[src/rtl/idx_seq_pkg.sv]
package idx_seq_pkg;

    typedef enum logic [1:0] {
        AM_ZPI   = 2'd0,
        AM_ABSI  = 2'd1,
        AM_PREX  = 2'd2,
        AM_POSTY = 2'd3
    } amode_e;

    typedef enum logic [1:0] {
        AC_READ  = 2'd0,
        AC_RMW   = 2'd1,
        AC_WRITE = 2'd2,
        AC_READ2 = 2'd3
    } aclass_e;

    typedef enum logic [3:0] {
        S_IDLE,
        S_ZP_BASE,
        S_PTR_BASE,
        S_PTR_LO,
        S_PTR_HI,
        S_UNFIX,
        S_DATA_RD,
        S_WBACK,
        S_DATA_WR
    } state_e;

    typedef enum logic [2:0] {
        A_NONE,
        A_PTR,
        A_PTR1,
        A_RAW,
        A_EA
    } asel_e;

endpackage

[src/rtl/idx_seq_add.sv]
module idx_seq_add #(
    parameter int W = 8
) (
    input  logic [W-1:0] a,
    input  logic [W-1:0] b,
    output logic [W-1:0] sum,
    output logic         cout
);
    logic [W:0] wide;
    assign wide = {1'b0, a} + {1'b0, b};
    assign sum  = wide[W-1:0];
    assign cout = wide[W];
endmodule

[src/rtl/idx_seq_ctrl.sv]
module idx_seq_ctrl
    import idx_seq_pkg::*;
(
    input  logic    clk,
    input  logic    rst_n,
    input  logic    start,
    input  amode_e  mode_i,
    input  aclass_e cls_i,
    input  logic    cry,
    output logic    accept,
    output logic    busy,
    output logic    bus_act,
    output logic    bus_wr,
    output logic    bus_dummy,
    output logic    done,
    output asel_e   asel,
    output logic    ptr_add,
    output logic    ld_lo,
    output logic    ld_hi,
    output logic    fold_y
);
    state_e  st, st_nx;
    amode_e  mode_q;
    aclass_e cls_q;
    logic    is_rd, is_wr, rd_final;
    state_e  data_step;

    assign is_rd     = (cls_q == AC_READ) || (cls_q == AC_READ2);
    assign is_wr     = (cls_q == AC_WRITE);
    assign rd_final  = is_rd && !cry;
    assign data_step = is_wr ? S_DATA_WR : S_DATA_RD;
    assign accept    = (st == S_IDLE) && start;

    // state register
    always_ff @(posedge clk) begin
        if (!rst_n) begin
            st     <= S_IDLE;
            mode_q <= AM_ZPI;
            cls_q  <= AC_READ;
        end else begin
            st <= st_nx;
            if (accept) begin
                mode_q <= mode_i;
                cls_q  <= cls_i;
            end
        end
    end

    // next state
    always_comb begin
        st_nx = st;
        unique case (st)
            S_IDLE: begin
                if (start) begin
                    unique case (mode_i)
                        AM_ZPI:   st_nx = S_ZP_BASE;
                        AM_ABSI:  st_nx = S_UNFIX;
                        AM_PREX:  st_nx = S_PTR_BASE;
                        AM_POSTY: st_nx = S_PTR_LO;
                        default:  st_nx = S_IDLE;
                    endcase
                end
            end
            S_ZP_BASE:  st_nx = data_step;
            S_PTR_BASE: st_nx = S_PTR_LO;
            S_PTR_LO:   st_nx = S_PTR_HI;
            S_PTR_HI:   st_nx = (mode_q == AM_PREX) ? data_step : S_UNFIX;
            S_UNFIX:    st_nx = rd_final ? S_IDLE : data_step;
            S_DATA_RD:  st_nx = is_rd ? S_IDLE : S_WBACK;
            S_WBACK:    st_nx = S_DATA_WR;
            S_DATA_WR:  st_nx = S_IDLE;
            default:    st_nx = S_IDLE;
        endcase
    end

    // outputs
    always_comb begin
        busy      = (st != S_IDLE);
        bus_act   = 1'b0;
        bus_wr    = 1'b0;
        bus_dummy = 1'b0;
        done      = 1'b0;
        asel      = A_NONE;
        ptr_add   = 1'b0;
        ld_lo     = 1'b0;
        ld_hi     = 1'b0;
        fold_y    = 1'b0;
        unique case (st)
            S_IDLE: ;
            S_ZP_BASE: begin
                bus_act   = 1'b1;
                bus_dummy = 1'b1;
                asel      = A_PTR;
            end
            S_PTR_BASE: begin
                bus_act   = 1'b1;
                bus_dummy = 1'b1;
                asel      = A_PTR;
                ptr_add   = 1'b1;
            end
            S_PTR_LO: begin
                bus_act = 1'b1;
                asel    = A_PTR;
                ld_lo   = 1'b1;
            end
            S_PTR_HI: begin
                bus_act = 1'b1;
                asel    = A_PTR1;
                ld_hi   = 1'b1;
                fold_y  = (mode_q == AM_POSTY);
            end
            S_UNFIX: begin
                bus_act   = 1'b1;
                asel      = A_RAW;
                bus_dummy = !rd_final;
                done      = rd_final;
            end
            S_DATA_RD: begin
                bus_act = 1'b1;
                asel    = A_EA;
                done    = is_rd;
            end
            S_WBACK: begin
                bus_act   = 1'b1;
                bus_wr    = 1'b1;
                bus_dummy = 1'b1;
                asel      = A_EA;
            end
            S_DATA_WR: begin
                bus_act = 1'b1;
                bus_wr  = 1'b1;
                done    = 1'b1;
                asel    = A_EA;
            end
            default: ;
        endcase
    end
endmodule

[src/rtl/idx_seq_dp.sv]
module idx_seq_dp
    import idx_seq_pkg::*;
#(
    parameter int DW = 8,
    localparam int AW = 2 * DW
) (
    input  logic          clk,
    input  logic          rst_n,
    input  logic          accept,
    input  amode_e        mode_i,
    input  logic          sel_y,
    input  logic [DW-1:0] x_idx,
    input  logic [DW-1:0] y_idx,
    input  logic [DW-1:0] opnd_lo,
    input  logic [DW-1:0] opnd_hi,
    input  logic [DW-1:0] rd_data,
    input  asel_e         asel,
    input  logic          ptr_add,
    input  logic          ld_lo,
    input  logic          ld_hi,
    input  logic          fold_y,
    output logic          cry,
    output logic [AW-1:0] bus_addr,
    output logic [AW-1:0] eff_addr
);
    logic [DW-1:0] ptr_q, idx_q, lo_q, hi_q;
    logic          cry_q;
    logic [DW-1:0] idx_new, s0, s1, a1, ptr_inc, hi_fix;
    logic          c0, c1;

    always_comb begin
        unique case (mode_i)
            AM_PREX:  idx_new = x_idx;
            AM_POSTY: idx_new = y_idx;
            default:  idx_new = sel_y ? y_idx : x_idx;
        endcase
    end

    assign a1      = ptr_add ? ptr_q : lo_q;
    assign ptr_inc = ptr_q + DW'(1);
    assign hi_fix  = hi_q + DW'(cry_q);

    idx_seq_add #(.W(DW)) u_add_start (.a(opnd_lo), .b(idx_new), .sum(s0), .cout(c0));
    idx_seq_add #(.W(DW)) u_add_run   (.a(a1),      .b(idx_q),   .sum(s1), .cout(c1));

    always_ff @(posedge clk) begin
        if (!rst_n) begin
            ptr_q <= '0;
            idx_q <= '0;
            lo_q  <= '0;
            hi_q  <= '0;
            cry_q <= 1'b0;
        end else if (accept) begin
            idx_q <= idx_new;
            ptr_q <= opnd_lo;
            unique case (mode_i)
                AM_ZPI: begin
                    lo_q  <= s0;
                    hi_q  <= '0;
                    cry_q <= 1'b0;
                end
                AM_ABSI: begin
                    lo_q  <= s0;
                    hi_q  <= opnd_hi;
                    cry_q <= c0;
                end
                default: begin
                    lo_q  <= '0;
                    hi_q  <= '0;
                    cry_q <= 1'b0;
                end
            endcase
        end else begin
            if (ptr_add) ptr_q <= s1;
            if (ld_lo)   lo_q  <= rd_data;
            if (ld_hi) begin
                hi_q <= rd_data;
                if (fold_y) begin
                    lo_q  <= s1;
                    cry_q <= c1;
                end
            end
        end
    end

    always_comb begin
        unique case (asel)
            A_PTR:   bus_addr = {{DW{1'b0}}, ptr_q};
            A_PTR1:  bus_addr = {{DW{1'b0}}, ptr_inc};
            A_RAW:   bus_addr = {hi_q, lo_q};
            A_EA:    bus_addr = {hi_fix, lo_q};
            default: bus_addr = '0;
        endcase
    end

    assign eff_addr = {hi_fix, lo_q};
    assign cry      = cry_q;
endmodule

[src/rtl/idx_seq.sv]
module idx_seq
    import idx_seq_pkg::*;
#(
    parameter int DW = 8,
    localparam int AW = 2 * DW
) (
    input  logic          clk,
    input  logic          rst_n,
    input  logic          start,
    input  logic [1:0]    mode,
    input  logic [1:0]    cls,
    input  logic          sel_y,
    input  logic [DW-1:0] x_idx,
    input  logic [DW-1:0] y_idx,
    input  logic [DW-1:0] opnd_lo,
    input  logic [DW-1:0] opnd_hi,
    input  logic [DW-1:0] rd_data,
    output logic          busy,
    output logic          bus_act,
    output logic [AW-1:0] bus_addr,
    output logic          bus_wr,
    output logic          bus_dummy,
    output logic          done,
    output logic [AW-1:0] eff_addr
);
    amode_e  mode_e;
    aclass_e cls_e;
    asel_e   asel;
    logic    accept, cry, ptr_add, ld_lo, ld_hi, fold_y;

    assign mode_e = amode_e'(mode);
    assign cls_e  = aclass_e'(cls);

    idx_seq_ctrl u_ctrl (
        .clk(clk), .rst_n(rst_n), .start(start), .mode_i(mode_e), .cls_i(cls_e),
        .cry(cry), .accept(accept), .busy(busy), .bus_act(bus_act),
        .bus_wr(bus_wr), .bus_dummy(bus_dummy), .done(done), .asel(asel),
        .ptr_add(ptr_add), .ld_lo(ld_lo), .ld_hi(ld_hi), .fold_y(fold_y)
    );

    idx_seq_dp #(.DW(DW)) u_dp (
        .clk(clk), .rst_n(rst_n), .accept(accept), .mode_i(mode_e),
        .sel_y(sel_y), .x_idx(x_idx), .y_idx(y_idx), .opnd_lo(opnd_lo),
        .opnd_hi(opnd_hi), .rd_data(rd_data), .asel(asel), .ptr_add(ptr_add),
        .ld_lo(ld_lo), .ld_hi(ld_hi), .fold_y(fold_y), .cry(cry),
        .bus_addr(bus_addr), .eff_addr(eff_addr)
    );
endmodule

[config.mk]
export PLATFORM = sky130hd
export DESIGN_NAME = idx_seq
export DESIGN_NICKNAME = d
export VERILOG_FILES = /design/src/rtl/idx_seq_pkg.sv /design/src/rtl/idx_seq_add.sv /design/src/rtl/idx_seq_ctrl.sv /design/src/rtl/idx_seq_dp.sv /design/src/rtl/idx_seq.sv
export SDC_FILE = /design/constraint.sdc
export NUM_CORES = 1
export LEC_CHECK = 0
export ABC_AREA = 0
export BUFFER_PORTS_ARGS = -buffer_cell sky130_fd_sc_hd__buf_2
export CORE_MARGIN = 3
export CORE_UTILIZATION = 45
export DETAILED_ROUTE_END_ITERATION = 8
export PLACE_DENSITY = 0.69
export SYNTH_ARGS = -nofsm -noshare
export SYNTH_HDL_FRONTEND = slang
export SYNTH_SLANG_ARGS = --single-unit
[constraint.sdc]
create_clock -name clk -period 3.3 [get_ports clk]
set_input_delay 0.165 -clock clk [delete_from_list [all_inputs] [get_ports clk]]
set_output_delay 0.165 -clock clk [all_outputs]
set_load 0.01 [all_outputs]
# Word-level counts from Yosys, hierarchy flattened
# Cells that the tools add are included.
[classes] n_reduce_logical=19 add_sub_neg=4 mux=34 eq_ne=20
[op_table] operator="$mux W8" n=12
[op_table] operator="$pmux W16 S4" n=1
[op_table] operator="$pmux W4 S8" n=1
[op_table] operator="$add A8 B8 Y9" n=2
[op_table] operator="$eq A4 B3 Y1 const B" n=4
[op_table] operator="$mux W4" n=4
[op_table] operator="$pmux W4 S4" n=1
[op_table] operator="$pmux W8 S2" n=1
[op_table] operator="$eq A2 B2 Y1 const B" n=6
[op_table] operator="$pmux W3 S4" n=1
[op_table] operator="$mux W1" n=10
[op_table] operator="$reduce_or A3 Y1" n=3
[op_table] operator="$add A8 B1 Y8" n=1
[op_table] operator="$add A8 B1 Y8 const B" n=1
[op_table] operator="$eq A4 B2 Y1 const B" n=2
[op_table] operator="$reduce_or A8 Y1" n=1
[op_table] operator="$eq A3 B2 Y1 const B" n=2
[op_table] operator="$reduce_bool A2 Y1" n=3
[op_table] operator="$eq A4 B1 Y1 const B" n=1
[op_table] operator="$eq A4 B4 Y1 const B" n=1
[op_table] operator="$logic_not A2 Y1" n=2
[op_table] operator="$logic_not A4 Y1" n=1
[op_table] operator="$reduce_bool A4 Y1" n=1
[op_table] operator="$reduce_or A2 Y1" n=2
[op_table] operator="11 further kinds" n=13
[word_totals] elab_cells=85 out_inout_bits=37 register_bits=41

# Logic depth before layout (Yosys ltp)
# Gate-level depths: netlist of run 1.
[logic_depth] depth_word=7 mapped_depth=13 ltp_nobuf=11

# Cells and area by module
# From an unflattened synthesis of run 1, not the netlist that was laid out.
[unflattened] cells_unflattened=477 hier_area_um2=3756.1
[modules_own_cells] mod="idx_seq_dp" area_per_inst_um2=2438.6 cells_each=306 seq_area_each_um2=660.6 n_inst=1
[modules_own_cells] mod="idx_seq_ctrl" area_per_inst_um2=653.1 cells_each=87 seq_area_each_um2=160.2 n_inst=1
[modules_own_cells] mod="idx_seq_add at u_dp.u_add_start" area_per_inst_um2=340.3 cells_each=42 seq_area_each_um2=0.0 n_inst=1
[modules_own_cells] mod="idx_seq_add at u_dp.u_add_run" area_per_inst_um2=324.1 cells_each=42 seq_area_each_um2=0.0 n_inst=1

# Worst setup path after synthesis of run 1
# OpenSTA, ideal clock, no wires.
[synth_path] path_type="register to register" start="register u_ctrl.st[0]" end="register u_dp.cry_q, in the netlist u_dp.cry" arrival_time_ns=2.659 period_less_slack_ns=2.789 stages_incl_launch_ff=13 path_slack_ns=0.511 path_cell_list="dfxtp_1 buf_6 nand3b_1 buf_2 nand2_1 nand2_1 ha_1 fa_1 a21o_1 and4_1 o21ai_0 nor4b_1 o32ai_1"
[synth_between] elab_chain_len=7
[synth_lines] item="from (decl)" line_no="idx_seq_ctrl.sv:22" rtl="state_e st, st_nx;"
[synth_lines] item="from (signal assigned)" line_no="idx_seq_ctrl.sv:41" rtl="st <= st_nx;"
[synth_lines] item="$eq A4 B2 Y1" line_no="idx_seq_ctrl.sv:88" rtl="unique case (st)"
[synth_lines] item="$mux W1" line_no="idx_seq_ctrl.sv:88"
[synth_lines] item="$mux W8" line_no="idx_seq_dp.sv:39" rtl="assign a1 = ptr_add ? ptr_q : lo_q;"
[synth_lines] item="$add A8 B8 Y9" line_no="idx_seq_add.sv:10" rtl="assign wide = {1'b0, a} + {1'b0, b};"
[synth_lines] item="$mux W1" line_no="idx_seq_dp.sv:78" rtl="if (fold_y) begin"
[synth_lines] item="$mux W1" line_no="idx_seq_dp.sv:76" rtl="if (ld_hi) begin"
[synth_lines] item="$mux W1" line_no="idx_seq_dp.sv:53" rtl="end else if (accept) begin"
[synth_lines] item="to (signal assigned)" line_no="idx_seq_dp.sv:52" rtl="cry_q <= 1'b0;"
[synth_lines] item="to (signal assigned)" line_no="idx_seq_dp.sv:60" rtl="cry_q <= 1'b0;"
[synth_lines] item="to (signal assigned)" line_no="idx_seq_dp.sv:80" rtl="cry_q <= c1;"
[synth_lines] item="to (decl)" line_no="idx_seq_dp.sv:27" rtl="logic cry_q;"
# Several ways; a longest one is shown, not always the timed one. The select of a mux whose other input is x is not followed.
# A chain may end at the register's enable or synchronous reset.

# Final worst setup path of run 1
[layout_path] start="register u_ctrl.st[2]" end="register u_dp.cry_q, in the netlist u_dp.cry"
# Same word-level chain as after synthesis.

==> summary.txt, run 1 <==
Run status
  – Status: finished, final reports clean

Final layout
  – Total Nets Final: 597
  – Most common cell after layout, fill and taps aside: buf_2
  – Most frequent cells in the layout: 84 x buf_2, 55 x nand2_1, 41 x a21oi_1, 41 x dfxtp_1, 33 x nor2_1
  – Filler Cell Count: 749
  – Non-Filler Instances: 623
  – Layout cell share with drive strength beyond 1: 23.1%
  – Antenna diodes: 0
  – Area grow syn2layout: 16.0%

Global route
  – Initial antenna violation count: 0
  – First-pass GRT wire length: 17800 um
  – Gr ovfl total: 0
  – Total GRT Usage: 25.0%
  – Largest net degree at the start of global routing: 40
  – Vias in the first global route: 3400

Worst setup path
  – Top delay family on crit path: simple AND/OR/NAND/NOR gates
  – Critical path data arrival time: 2.88 ns
  – Setup CP Type: flip-flop to flip-flop
  – Critical-path maximum fanout: 8
  – CP endpoint kind: flip-flop
  – Slowest cell on crit path: fa_1
  – CP cell instances: nor2_1 -> nand3b_1 -> nand2_1 -> nand2_1 -> ha_1 -> fa_1 -> a21o_1 -> and4_1 -> o21ai_0 -> nor4b_1 -> o32ai_1
  – CP most frequent cell: nand2_1
  – CP max stage delay: 0.40 ns
  – CP startpoint kind: flip-flop
  – Worst Path Buf+Inv: 0
  – WP data required: 3.48 ns

Clock network
  – CTS Root Cell: clkbuf_8
  – Clock buffer depth: 2
  – TritonCTS clock tree: done
  – CTS sink count: 41
  – Cts repair resizes: 0
  – Hold_buf cts: 0
  – Worst skew pair latency: 0.30 ns
  – Total CTS buffers: 5
  – H-tree lvl count: 2
  – Setup Fix Bufs, Post-CTS: 0
  – Worst-path clk slew: 0.08 ns

Routing
  – Final WL: 11000 um
  – Antenna Nets Post-Route: 0
  – DR vias/cell: 5.96
  – Via count: 3714
  – DRC violations left: 0
  – Post-DR wirelength/cell: 17.6 um
  – Iter 0 DRT Violations: 341
  – Detailed Routing Iterations Pass 1: 5

Power
  – Sequential fraction of design power: 27.5%
  – Maximum vdd drop: 0.000365 V
  – Clock power share: 11.7%
  – PD cells: 830 nW/um^2
  – Internal Pwr Total: 1.73 mW
  – Sw frac: 49.1%
  – NetSw: 1.67 mW
  – Leak pwr: 1.85 nW
  – Comb pwr share: 60.8%

Timing
  – Peak Freq: 0.371 GHz
  – Least-Margin Pin Slew: 1.07 ns
  – Slew Viols, Final: 0
  – Clk_skew: 0.0132 ns
  – Min cycle time layout: 2.70 ns
  – Final Hold Vio Count: 0
  – Final setup violation count: 0
  – Max_slew headroom: 28.5%
  – Fin crit share: 81.7%
  – RSZ-0062 raised after global routing: no
  – Setup TNS: 0 ns

Synthesis
  – Mapped Area: 3540 sq um
  – Synth cell types: 58
  – Yosys top cell area share: 23.2%
  – Top_reg_cell synth: dfxtp_1
  – Top cells by area, synth: dfxtp_1 23%, ha_1 8.1%, nand2_1 5.8%, a21oi_1 5.8%, mux2i_1 5.1%
  – Yosys top cell by area: dfxtp_1
  – Register bit total from synthesis: 41
  – Seq/Total Area, Yosys: 23.2%
  – Syn nets: 525
  – Synth warn: 0
  – Mapped Avg Cell Area: 7.83 sq um
  – Asr flop ratio synth: 0%
  – EDFF count, synth: 0
  – Mapped Cells: 452

Floorplanning
  – Initial Utilization: 47.5%
  – Die Y: 94.7 um
  – Die span in x: 94.7 um
  – Core Region: 7450 sq um
  – Total die area: 8960 sq um
  – IO Count: 85
  – Rows: 31

Worst hold path
  – Worst hold path type: input port to flip-flop

Place
  – Detail Placement HPWL: 8540 um
  – Number of port buffers: 84
  – Routability cong.: 0.916
  – # placed instances: 616

Job
  – MaxCap Viol Count: 0
-- cell usage after synthesis, drive strengths merged (10+ instances only) --
cell and n:
a211oi 12, a21oi 41, buf 17, clkbuf 12, dfxtp 41, ha 23
inv 10, mux2i 19, nand2 55, nand3 16, nor2 36, nor3 17
o21ai 24, xnor2 10, xor2 10
-- logic make-up (layout without fill, tap and decap cells) --
| logic type | after synthesis | in the layout | synth area share, % |
|---|---|---|---|
| buffers and inverters | 39 | 111 | 5.52 |
| multiplexers | 28 | 28 | 8.35 |
| flip-flops | 41 | 41 | 23.2 |
| XOR/XNOR | 20 | 20 | 4.95 |
| AO/OA/AOI/OAI | 130 | 130 | 23.6 |
| AND/OR/NAND/NOR | 169 | 169 | 25.1 |
| adder cells (fa/ha/maj) | 25 | 25 | 9.26 |
-- state kept, by name, indices dropped and copies added (netlist names) --
register / cells
u_ctrl.cls_q: 2
u_dp.hi_q: 8
u_dp.cry: 1
u_ctrl.st: 4
u_dp.idx_q: 8
u_ctrl.mode_q: 2
u_dp.ptr_q: 8
u_dp.lo_q: 8
-- stage by stage --
step	setup WS (ns)	util (%)	hold WS, ns	power (mW)	area, sq um
floorplan	0.511	-	0.301	2.39	3540
global placement	0.573	53.7	0.409	2.95	4000
detailed placement	0.515	53.7	0.414	2.98	4000
CTS	0.587	55.1	0.0952	3.38	4100
global route	0.331	55.1	0.118	3.67	4100
finish	0.602	55.1	0.0972	3.40	4100
-- layout make-up --
type / count / area, sq um / area share, %
Multi-Input combinational cell: 372 / 2520 / 61.5
Sequential cell: 41 / 821 / 20.0
Timing Repair Buffer: 94 / 495 / 12.1
Tap cell: 99 / 124 / 3.02
Clock buffer: 5 / 68.8 / 1.68
Inverter: 10 / 37.5 / 0.915
Clock inverter: 2 / 35.0 / 0.854
-- worst paths after layout --
| check | start | endpoint | slack, ns | cells past startpoint |
|---|---|---|---|---|
| worst max-delay path | u_ctrl.st[2]$_SDFFE_PN0P_ | u_dp.cry$_SDFFE_PN0P_ | 0.60 | 11 |
| worst min-delay path | cls[1] | u_ctrl.cls_q[1]$_SDFFE_PN0P_ | 0.1 | 3 |
| worst max register to register | u_ctrl.st[2]$_SDFFE_PN0P_ | u_dp.cry$_SDFFE_PN0P_ | 0.60 | 11 |
| worst min register to register | u_ctrl.cls_q[0]$_SDFFE_PN0P_ | u_ctrl.cls_q[0]$_SDFFE_PN0P_ | 0.47 | 2 |
-- power groups by stage --
stage	Clock, mW	Sequential (mW)	Combinational [mW]
CTS	0.400	0.927	2.05
global placement	0	0.930	2.02
detailed placement	0	0.939	2.04
finish	0.399	0.936	2.07
floorplan	0	0.863	1.53
global route	0.420	0.964	2.29
-- tightest hold or removal path: cells and delay by family --
| kind | cells | cell delay [ns] |
|---|---|---|
| AOI/OAI and AO/OA | 1 | 0.05 |
| buffers and inverters | 1 | 0.09 |
| and+or+nand+nor | 1 | 0.04 |
-- layer usage --
| metal | wire, um | up-vias | global-route usage, % |
|---|---|---|---|
| met1 | 5170 | 1751 | 37.3 |
| met4 | 98 | 0 | 3.61 |
| met5 | 0 | - | 0 |
| met3 | 820 | 13 | 4.46 |
| met2 | 4890 | 152 | 38.2 |
| li1 | - | 1798 | - |
Note: power is estimated with default switching activity, not from simulation.
==> inputs of run 2 (changes only) <==
- ABC_AREA: 0 -> 1
- clock period: 3.3 -> 2.8 ns (I/O delays scaled with it)
==> summary.txt, run 2 <==
Run status
  – Status: finished, final reports clean

Floorplanning
  – Die span in x: 92.9 um
  – Core Region: 7290 sq um
  – Die Y: 92.9 um
  – Rows: 31
  – IO Count: 85
  – Total die area: 8630 sq um
  – Initial Utilization: 46.6%

Clock network
  – Hold_buf cts: 0
  – Setup Fix Bufs, Post-CTS: 0
  – TritonCTS clock tree: done
  – Worst skew pair latency: 0.30 ns
  – H-tree lvl count: 2
  – Worst-path clk slew: 0.09 ns
  – Cts repair resizes: 0
  – CTS sink count: 41
  – Total CTS buffers: 5
  – CTS Root Cell: clkbuf_8
  – Clock buffer depth: 2

Global route
  – Gr ovfl total: 0
  – First-pass GRT wire length: 17100 um
  – Total GRT Usage: 24.8%
  – Largest net degree at the start of global routing: 36
  – Vias in the first global route: 3579
  – Initial antenna violation count: 0

Timing
  – Fin crit share: 87.0%
  – Peak Freq: 0.411 GHz
  – RSZ-0062 raised after global routing: no
  – Final setup violation count: 0
  – Max_slew headroom: 63.3%
  – Clk_skew: 0.0101 ns
  – Min cycle time layout: 2.44 ns
  – Final Hold Vio Count: 0
  – Least-Margin Pin Slew: 0.547 ns
  – Slew Viols, Final: 0
  – Setup TNS: 0 ns

Synthesis
  – Yosys top cell by area: dfxtp_1
  – Seq/Total Area, Yosys: 24.2%
  – List of most frequent post-synthesis cells: 144 x nand2_1, 70 x inv_1, 51 x nand3_1
  – Mapped Area: 3400 sq um
  – Synth warn: 0
  – Mapped Cells: 550
  – Register bit total from synthesis: 41
  – Most frequent cell after synthesis: nand2_1
  – Top cells by area, synth: dfxtp_1 24%, nand2_1 16%, ha_1 8.5%, inv_1 7.7%, nand3_1 7.5%
  – Mapped Avg Cell Area: 6.18 sq um
  – Yosys top cell area share: 24.2%
  – EDFF count, synth: 0
  – Asr flop ratio synth: 0%
  – Synth cell types: 37
  – Syn nets: 623
  – Top_reg_cell synth: dfxtp_1

Job
  – MaxCap Viol Count: 0

Final layout
  – Area grow syn2layout: 18.0%
  – Layout cell share with drive strength beyond 1: 18.3%
  – Filler Cell Count: 780
  – Antenna diodes: 0
  – Non-Filler Instances: 732
  – Total Nets Final: 705
  – Most frequent cells in the layout: 144 x nand2_1, 84 x buf_2, 70 x inv_1, 51 x nand3_1
  – Most common cell after layout, fill and taps aside: nand2_1

Routing
  – Iter 0 DRT Violations: 301
  – Antenna Nets Post-Route: 0
  – Via count: 3908
  – Detailed Routing Iterations Pass 1: 5
  – Final WL: 10600 um
  – DR vias/cell: 5.34
  – DRC violations left: 0
  – Post-DR wirelength/cell: 14.4 um

Worst setup path
  – Slowest cell on crit path: dfxtp_1
  – Critical-path maximum fanout: 19
  – Setup CP Type: flip-flop to flip-flop
  – CP cell instances: inv_1 -> nor3_4 -> inv_2 -> o21ai_0 -> ha_1 -> nand2_1 -> inv_1 -> nand2_1 -> nand3_1 -> nand2_1 -> nand3_1 -> nand2_1 -> nand2_1 -> a21oi_1
  – WP data required: 3.01 ns
  – CP most frequent cell: nand2_1
  – CP startpoint kind: flip-flop
  – CP endpoint kind: flip-flop
  – CP max stage delay: 0.39 ns
  – Critical path data arrival time: 2.65 ns

Worst hold path
  – Worst hold path type: input port to flip-flop

Place
  – Number of port buffers: 84
  – # placed instances: 724
  – Routability cong.: 0.951
  – Detail Placement HPWL: 8560 um

Power
  – Leak pwr: 2.12 nW
  – Maximum vdd drop: 0.000386 V
  – PD cells: 909 nW/um^2
[run 2: cell count changes after synthesis, sizes merged, moves of 9 or more]
cell    delta
nor3      -15
a211oi    -11
mux2       -9
xnor2     -10
buf        -9
inv       +65
o21ai     +26
nand2     +92
nand3     +35
nor2      +19
mux2i     -19
[run 2: area by class of cell]
class                           count  area [sq um]  area share (%)
Clock inverter                      1          5.00           0.125
Timing Repair Buffer               88           450            11.2
Sequential cell                    41           821            20.5
Multi-Input combinational cell    419          2220            55.4
Clock buffer                        7          96.3            2.40
Inverter                           77           292            7.27
Tap cell                           99           124            3.09
[run 2: routing by layer]
metal  part of all wire, %  vias up  routed length [um]  track usage, %
li1                      -     1969                   -               -
met1                    45     1776                4760            33.2
met2                    46      141                4850            41.1
met3                   6.7       22                 711            3.33
met4                   2.3        0                 241            7.81
met5                     0        -                   0               0
[run 2: cell families after synthesis]
group                      synth area share, %
AOI/OAI and AO/OA                         19.4
xor gates and xnor gates                  2.58
adders and majority gates                 9.65
buffers and inverters                     10.4
DFF                                       24.2
and+or+nand+nor                           33.8
[run 2: final timing paths]
| path | startpoint | to | slack (ns) | depth (start not counted) |
|---|---|---|---|---|
| max | u_ctrl.st[1]$_SDFFE_PN0P_ | u_dp.lo_q[5]$_SDFF_PN0_ | 0.36 | 14 |
| min | cls[1] | u_ctrl.cls_q[1]$_SDFFE_PN0P_ | 0.08 | 3 |
| max reg2reg | u_ctrl.st[1]$_SDFFE_PN0P_ | u_dp.lo_q[5]$_SDFF_PN0_ | 0.36 | 14 |
| min reg2reg | u_ctrl.cls_q[0]$_SDFFE_PN0P_ | u_ctrl.cls_q[0]$_SDFFE_PN0P_ | 0.47 | 2 |
[run 2: report_power, final]
group	internal (mW)	switching (mW)	total (mW)
sequential	0.801	0.236	1.04
clock	0.223	0.215	0.438
combinational	0.751	1.42	2.17
[run 2: through the flow]
| step | cell area (sq um) | util (%) | total power [mW] | hold WS (ns) | setup WS [ns] |
|---|---|---|---|---|---|
| after global placement | 3910 | 53.6 | 3.16 | 0.366 | 0.263 |
| after floorplan | 3400 | - | 2.51 | 0.275 | 0.335 |
| after detailed placement | 3910 | 53.6 | 3.19 | 0.375 | 0.263 |
| final | 4010 | 55.0 | 3.65 | 0.0770 | 0.364 |
| after global routing | 4010 | 55.0 | 3.99 | 0.0794 | 0.154 |
| after CTS | 4010 | 55.0 | 3.64 | 0.0696 | 0.383 |
[run 2: critical path, delay by kind of cell (launching register included)]
family                     cells  cell delay, ns
and+or+nand+nor                8            0.83
adders and majority gates      1            0.36
AOI/OAI and AO/OA              2            0.44
DFF                            1            0.39
buffers and inverters          3            0.33
